<file path="config.mk">
export PLATFORM = sky130hd
export DESIGN_NAME = cpu_phase_gen
export DESIGN_NICKNAME = d
export VERILOG_FILES = /design/src/rtl/cpg_pkg.sv /design/src/rtl/cpg_counter.sv /design/src/rtl/cpg_shaper.sv /design/src/rtl/cpu_phase_gen.sv
export SDC_FILE = /design/constraint.sdc
export NUM_CORES = 1
export LEC_CHECK = 0
export ABC_AREA = 1
export BUFFER_PORTS_ARGS = -buffer_cell sky130_fd_sc_hd__buf_4
export CORE_UTILIZATION = 35
export DETAILED_ROUTE_END_ITERATION = 10
export GPL_ROUTABILITY_DRIVEN = 0
export GPL_TIMING_DRIVEN = 0
export PLACE_DENSITY = 0.53
export REMOVE_ABC_BUFFERS = 1
export SKIP_CTS_REPAIR_TIMING = 1
export SLEW_MARGIN = 20
export SYNTH_ARGS = -nofsm -noshare
export SYNTH_HDL_FRONTEND = slang
export SYNTH_SLANG_ARGS = --single-unit
</file>
<file path="constraint.sdc">
create_clock -name clk_2x -period 1.7 [get_ports clk_2x]
set_input_delay 0.085 -clock clk_2x [delete_from_list [all_inputs] [get_ports clk_2x]]
set_output_delay 0.085 -clock clk_2x [all_outputs]
set_load 0.005 [all_outputs]
</file>
<file path="src/rtl/cpg_pkg.sv">
package cpg_pkg;

    typedef enum logic {
        REGION_SHORT = 1'b0,
        REGION_LONG  = 1'b1
    } region_e;

endpackage

</file>
<file path="src/rtl/cpg_counter.sv">
module cpg_counter
    import cpg_pkg::*;
#(
    parameter int SHORT_TICKS = 24,
    parameter int LONG_TICKS  = 32,
    parameter int CW          = 5
) (
    input  logic          clk,
    input  logic          rst,
    input  logic          region_pal,
    output logic [CW-1:0] cnt_next,
    output region_e       mode_next
);

    localparam logic [CW-1:0] SHORT_LAST = CW'(SHORT_TICKS - 1);
    localparam logic [CW-1:0] LONG_LAST  = CW'(LONG_TICKS - 1);

    typedef struct packed {
        logic [CW-1:0] cnt;
        region_e       mode;
    } ctr_t;

    ctr_t ctr_d, ctr_q;

    always_comb begin
        logic [CW-1:0] last;
        logic          wrap;
        ctr_d = ctr_q;
        last  = (ctr_q.mode == REGION_LONG) ? LONG_LAST : SHORT_LAST;
        wrap  = (ctr_q.cnt == last);
        if (wrap) begin
            ctr_d.cnt  = '0;
            ctr_d.mode = region_e'(region_pal);
        end else begin
            ctr_d.cnt  = ctr_q.cnt + 1'b1;
        end
        if (rst) begin
            ctr_d.cnt  = '0;
            ctr_d.mode = region_e'(region_pal);
        end
    end

    always_ff @(posedge clk) begin
        ctr_q <= ctr_d;
    end

    assign cnt_next  = ctr_d.cnt;
    assign mode_next = ctr_d.mode;

endmodule

</file>
<file path="src/rtl/cpg_shaper.sv">
module cpg_shaper
    import cpg_pkg::*;
#(
    parameter int SHORT_TICKS = 24,
    parameter int LONG_TICKS  = 32,
    parameter int SHORT_M2_HI = 15,
    parameter int LONG_M2_HI  = 19,
    parameter int CW          = 5
) (
    input  logic          clk,
    input  logic          rst,
    input  logic [CW-1:0] cnt_next,
    input  region_e       mode_next,
    output logic          phi2,
    output logic          m2,
    output logic          cycle_start,
    output logic          phi2_start
);

    localparam logic [CW-1:0] SHORT_HALF = CW'(SHORT_TICKS / 2);
    localparam logic [CW-1:0] LONG_HALF  = CW'(LONG_TICKS / 2);
    localparam logic [CW-1:0] SHORT_RISE = CW'(SHORT_TICKS - SHORT_M2_HI);
    localparam logic [CW-1:0] LONG_RISE  = CW'(LONG_TICKS - LONG_M2_HI);

    typedef struct packed {
        logic phi2;
        logic m2;
        logic cyc;
        logic mid;
    } shape_t;

    shape_t shp_d, shp_q;

    always_comb begin
        logic [CW-1:0] half;
        logic [CW-1:0] rise;
        half      = (mode_next == REGION_LONG) ? LONG_HALF : SHORT_HALF;
        rise      = (mode_next == REGION_LONG) ? LONG_RISE : SHORT_RISE;
        shp_d.phi2 = (cnt_next >= half);
        shp_d.m2   = (cnt_next >= rise);
        shp_d.cyc  = (cnt_next == '0);
        shp_d.mid  = (cnt_next == half);
        if (rst) begin
            shp_d = '0;
        end
    end

    always_ff @(posedge clk) begin
        shp_q <= shp_d;
    end

    assign phi2        = shp_q.phi2;
    assign m2          = shp_q.m2;
    assign cycle_start = shp_q.cyc;
    assign phi2_start  = shp_q.mid;

endmodule

</file>
<file path="src/rtl/cpu_phase_gen.sv">
module cpu_phase_gen
    import cpg_pkg::*;
#(
    parameter int SHORT_TICKS = 24,
    parameter int LONG_TICKS  = 32,
    parameter int SHORT_M2_HI = 15,
    parameter int LONG_M2_HI  = 19
) (
    input  logic clk_2x,
    input  logic rst,
    input  logic region_pal,
    output logic phi1,
    output logic phi2,
    output logic m2,
    output logic cycle_start,
    output logic phi2_start
);

    localparam int MAX_TICKS = (SHORT_TICKS > LONG_TICKS) ? SHORT_TICKS : LONG_TICKS;
    localparam int CW        = $clog2(MAX_TICKS);

    logic [CW-1:0] cnt_next;
    region_e       mode_next;
    logic          phi2_w;

    cpg_counter #(
        .SHORT_TICKS(SHORT_TICKS),
        .LONG_TICKS (LONG_TICKS),
        .CW         (CW)
    ) u_counter (
        .clk       (clk_2x),
        .rst       (rst),
        .region_pal(region_pal),
        .cnt_next  (cnt_next),
        .mode_next (mode_next)
    );

    cpg_shaper #(
        .SHORT_TICKS(SHORT_TICKS),
        .LONG_TICKS (LONG_TICKS),
        .SHORT_M2_HI(SHORT_M2_HI),
        .LONG_M2_HI (LONG_M2_HI),
        .CW         (CW)
    ) u_shaper (
        .clk        (clk_2x),
        .rst        (rst),
        .cnt_next   (cnt_next),
        .mode_next  (mode_next),
        .phi2       (phi2_w),
        .m2         (m2),
        .cycle_start(cycle_start),
        .phi2_start (phi2_start)
    );

    assign phi2 = phi2_w;
    assign phi1 = ~phi2_w;

endmodule

</file>
; Word-level counts from Yosys, hierarchy flattened
; Cells that the tools add are included.
[classes]
n_addsub = 1
order_cmp = 2
n_eq_ne = 2
n_mux = 6
bitwise_logic = 1
reduce_logical = 1
[op_table]
columns = op, count
row1 = 5-bit == test, 2
row2 = 5-bit >= comparator, 2
row3 = 5-bit two-way mux, 2
row4 = 6-bit two-way mux, 1
row5 = 5-bit by 1-bit adder with 5-bit output (second input constant), 1
row6 = 5-bit zero test, 1
row7 = 4-bit two-way mux, 1
row8 = 3-bit two-way mux, 1
row9 = 1-bit two-way mux, 1
row10 = 1-bit NOT, 1
[word_totals]
register_bits = 10
output_inout_bits = 5

; Depth between registers and ports, before layout
[logic_depth]
ltp_word = 6
mapped_depth = 13
mapped_depth_nobuf = 13

; Modules after synthesis
; Synthesis repeated with hierarchy kept, for this count alone.
[unflattened]
hier_cells = 62
hier_area_um2 = 486.7
[modules_own_cells]
columns = mod, instances, cells_per_inst, area_per_inst_um2, seq_area_each_um2
row1 = cpg_counter, 1, 32, 254.0, 120.1
row2 = cpg_shaper, 1, 29, 229.0, 80.1
row3 = cpu_phase_gen, 1, 1, 3.8, 0.0

; Worst setup path before layout
; OpenSTA, ideal clock, no wires.
[synth_timing]
kind = reg-to-reg
startpoint = register u_counter.ctr_q[1] in the netlist's numbering
endpoint = register u_shaper.shp_q (netlist bit u_shaper.phi2)
setup_ns = 0.127
t_arrival_ns = 1.765
slack_ns = -0.193
path_stages_with_launch = 14
n_path_buf = 0
synth_period_minus_slack_ns = 1.893
path_cell_list = dfxtp_1 -> ha_1 -> nand2_2 -> nor2_4 -> nand2_4 -> nand2_2 -> nand2_1 -> o21ai_2 -> inv_2 -> ha_1 -> nand2_1 -> nor2_1 -> a211oi_1 -> o22ai_2
[synth_between]
elab_chain_cells = 5
[synth_lines]
columns = element, line_no
row1 = "start, declared", cpg_counter.sv:23  ; ctr_t ctr_d, ctr_q;
row2 = "start signal, assigned", cpg_counter.sv:44  ; ctr_q <= ctr_d;
row3 = 5-bit == test, cpg_counter.sv:30  ; wrap = (ctr_q.cnt == last);
row4 = 1-bit two-way mux, cpg_counter.sv:31  ; if (wrap) begin
row5 = 6-bit two-way mux, cpg_counter.sv:37  ; if (rst) begin
row6 = named net mode_next, cpu_phase_gen.sv:23  ; region_e mode_next;
row7 = 5-bit two-way mux, cpg_shaper.sv:37  ; half = (mode_next == REGION_LONG) ? LONG_HALF : SHORT_HALF;
row8 = 5-bit >= comparator, cpg_shaper.sv:39  ; shp_d.phi2 = (cnt_next >= half);
row9 = "end signal, assigned", cpg_shaper.sv:49  ; shp_q <= shp_d;
row10 = "end, declared", cpg_shaper.sv:32  ; shape_t shp_d, shp_q;
; The timed path passes the listed nets, and every way through them passes these cells.
; A chain may end at the register's enable or synchronous reset.

; Final worst setup path
; Ends and elaborated chain as after synthesis.

==> out/qor.yml <==
layout:
  fin_nets: 92
  diodes: 0
  stdcell_count: 99
  seq_area_um2: 208
  areaGrowthSynthToFinish_pct: 37.3
  drive_gt1_frac: 0.494
  multiInputGateArea_um2: 389
  n_fill_cell: 156
global_routing:
  grt_max_degree: 7
  grt_pass1_wl_mm: 1.78
  overflow: 0
  first_global_vias: 413
  antenna_found_initial: 0
  grt_usage: 0.137
timing:
  fmax_mhz: 522
  slew_headroom: 0.833
  period_share: 1.13
  rsz0062_at_grt: "yes"
  finalMaxSlewViolations: 0
  finClkSkew_ns: 0.000832
  worst_pin_slew_ns: 0.250
  setup_slack_ns: -0.214
  layout_min_cycle_time_ns: 1.91
  hold_viol: 0
  final-setup-viol-count: 3
  whs_ns: 0.0687
floorplan:
  die_x_um: 42.1
  die_y_um: 42.1
  coreArea_um2: 1510
  ios: 8
  rows: 14
  start_util: 0.374
  dieArea_um2: 1770
cts:
  clkTransAtPathRegs_ns: 0.06
  root_buffer: "clkbuf_4"
  cts_tree: "yes"
  cts_max_level: 1
  insertion_delay_ns: 0.26
  clock_path_buffers: 2
  numCtsBuffers: 3
  cts_sinks: 10
placement:
  place_inst: 93
  pre_cts_ws_ns: -0.460
  io_buffers: 7
  dpl.hpwl_um: 890
outcome:
  failed_checks: "negative setup slack"
  status: "complete, but fails checks"
routing:
  drc: 0
  final_antenna_net_count: 0
  firstDrtPassIters: 4
  drt_iter0_drc: 14
  vias: 495
  routed_wl_mm: 1.15
  via_per_inst: 5.00
  wl_per_cell_um: 11.6
synthesis:
  synth_top_family_by_area: "simple AND/OR/NAND/NOR gates"
  synth_edf_count: 0
  synth_top_cell_area_share: 0.356
  yosys.area_share.adder: 0.111
  syn_area_per_cell_um2: 8.04
  synth_common_cells: "dfxtp_1, inv_1, nand2_1, nor2_1"
  yosys.cell_count.top_type: "dfxtp_1"
  synth-xor-area-share: 0
  ys.flop_type: "dfxtp_1"
  synth_mux_area_frac: 0
  synth_compound_gate_area_share: 0.0822
  synthCells: 70
  yosys_warnings: 0
  async_reset_ff_frac: 0
  synth_seq_cells: 10
  netlist_area_um2: 563
  ys_types: 20
  yosys.area_share.simple: 0.362
  ys_seq_area_frac: 0.356
  synth_area_leaders: "dfxtp_1, ha_1, inv_1"
  synth_area_leader_cell: "dfxtp_1"
worst_setup_path:
  critPathArrivalTime_ns: 2.06
  endpoint_kind: "register"
  critical_path_required_ns: 1.85
  reg2regPathDepth: 13
  timing.rr.start: "u_counter.ctr_q[1]"
  rr_endpoint: "u_shaper.phi2"
  cp_max_fo: 4
  cp-start-kind: "register"
  worstSetupPathType: "reg -> reg"
  r2r_setup_slack_ns: -0.21
run:
  drv_cap: 0
power:
  p_total_mw: 0.587
  powerDensity_nw_per_um2: 759
  peakVddDrop_v: 0.000383
  p_leak_nw: 0.377
hold_path:
  min_from: "region_pal"
  whs_endpoint: "u_counter.ctr_q[0]"
  hold_class: "in -> reg"
  whs_path_depth: 3
## cell usage in the layout (no fill, tap or decap)
master    count
a211oi_2      1
o21ai_4       1
clkbuf_8      1
nor2_4        1
nor2_2        3
dfxtp_4       2
nand2_2       4
nand2_4       6
clkbuf_4      3
a21oi_2       1
o22ai_2       1
nand3_1       4
inv_1         9
inv_2         2
o21bai_1      1
nand2_1       7
buf_4         9
nand4_1       4
inv_4         1
o21ai_1       1
nand3_2       1
clkinv_2      1
nor2_1        6
ha_4          3
ha_1          2
dfxtp_1       8
## flip-flops by register name, summed over array words and instances (netlist names)
register,count
u_counter.ctr_q,6
u_shaper.cycle_start,1
u_shaper.m2,1
u_shaper.phi2,1
u_shaper.phi2_start,1
## metrics by stage
stage                     TNS (ns)  instance area (um^2)  utilization
final                       -0.267                   773        0.513
after global routing        -0.631                   773        0.513
after CTS                    -1.09                   672        0.446
after detailed placement     -1.02                   636        0.422
after global placement      -0.848                   636        0.422
after floorplan             -0.257                   563            -
## report_power, final
part | switching (mW) | internal (mW)
Combinational | 0.0649 | 0.0535
Clock | 0.0800 | 0.130
Sequential | 0.0110 | 0.247
Total | 0.156 | 0.431
## routing by layer
layer,wire length [um],up-vias,track usage
li1,-,250,-
met1,521,236,0.187
met2,592,5,0.194
met3,18,4,0.0129
met4,12,0,0.113
met5,0,-,0
## layout make-up
| type | count | share of cell area |
|---|---|---|
| multi-input cells | 47 | 0.503 |
| flip-flops and latches | 10 | 0.269 |
| repair buffers | 9 | 0.0874 |
| inverters | 13 | 0.0680 |
| clock buffers | 4 | 0.0469 |
| well taps | 16 | 0.0259 |
## worst max-delay path: stages, from the launching register on
cell,delay (ns)
dfxtp_4,0.37
ha_4,0.16
nand2_4,0.06
nor2_4,0.15
nand2_4,0.07
nand2_4,0.11
nand2_4,0.06
o21ai_4,0.08
inv_4,0.07
ha_4,0.25
nand2_2,0.06
nor2_2,0.04
a211oi_2,0.22
o22ai_2,0.10
## worst max-delay path by stage
| stage | from | endpoint | slack [ns] | cells past startpoint |
|---|---|---|---|---|
| after floorplan | u_counter.ctr_q[1] | u_shaper.phi2 | -0.19 | 13 |
| after global placement | u_counter.ctr_q[1] | u_shaper.phi2 | -0.39 | 13 |
| after detailed placement | u_counter.ctr_q[1] | u_shaper.phi2 | -0.46 | 13 |
| after CTS | u_counter.ctr_q[1] | u_shaper.phi2 | -0.49 | 13 |
| after global routing | u_counter.ctr_q[1] | u_shaper.phi2 | -0.32 | 13 |
| final | u_counter.ctr_q[1] | u_shaper.phi2 | -0.21 | 13 |
## cells by family (layout without fill, tap and decap cells)
kind of cell,Yosys count,count (layout)
adder cells (fa/ha/maj),5,5
buffers and inverters,13,26
AO/OA/AOI/OAI,6,6
AND/OR/NAND/NOR,36,36
flip-flops,10,10
Power figures use the tool's default switching activity.
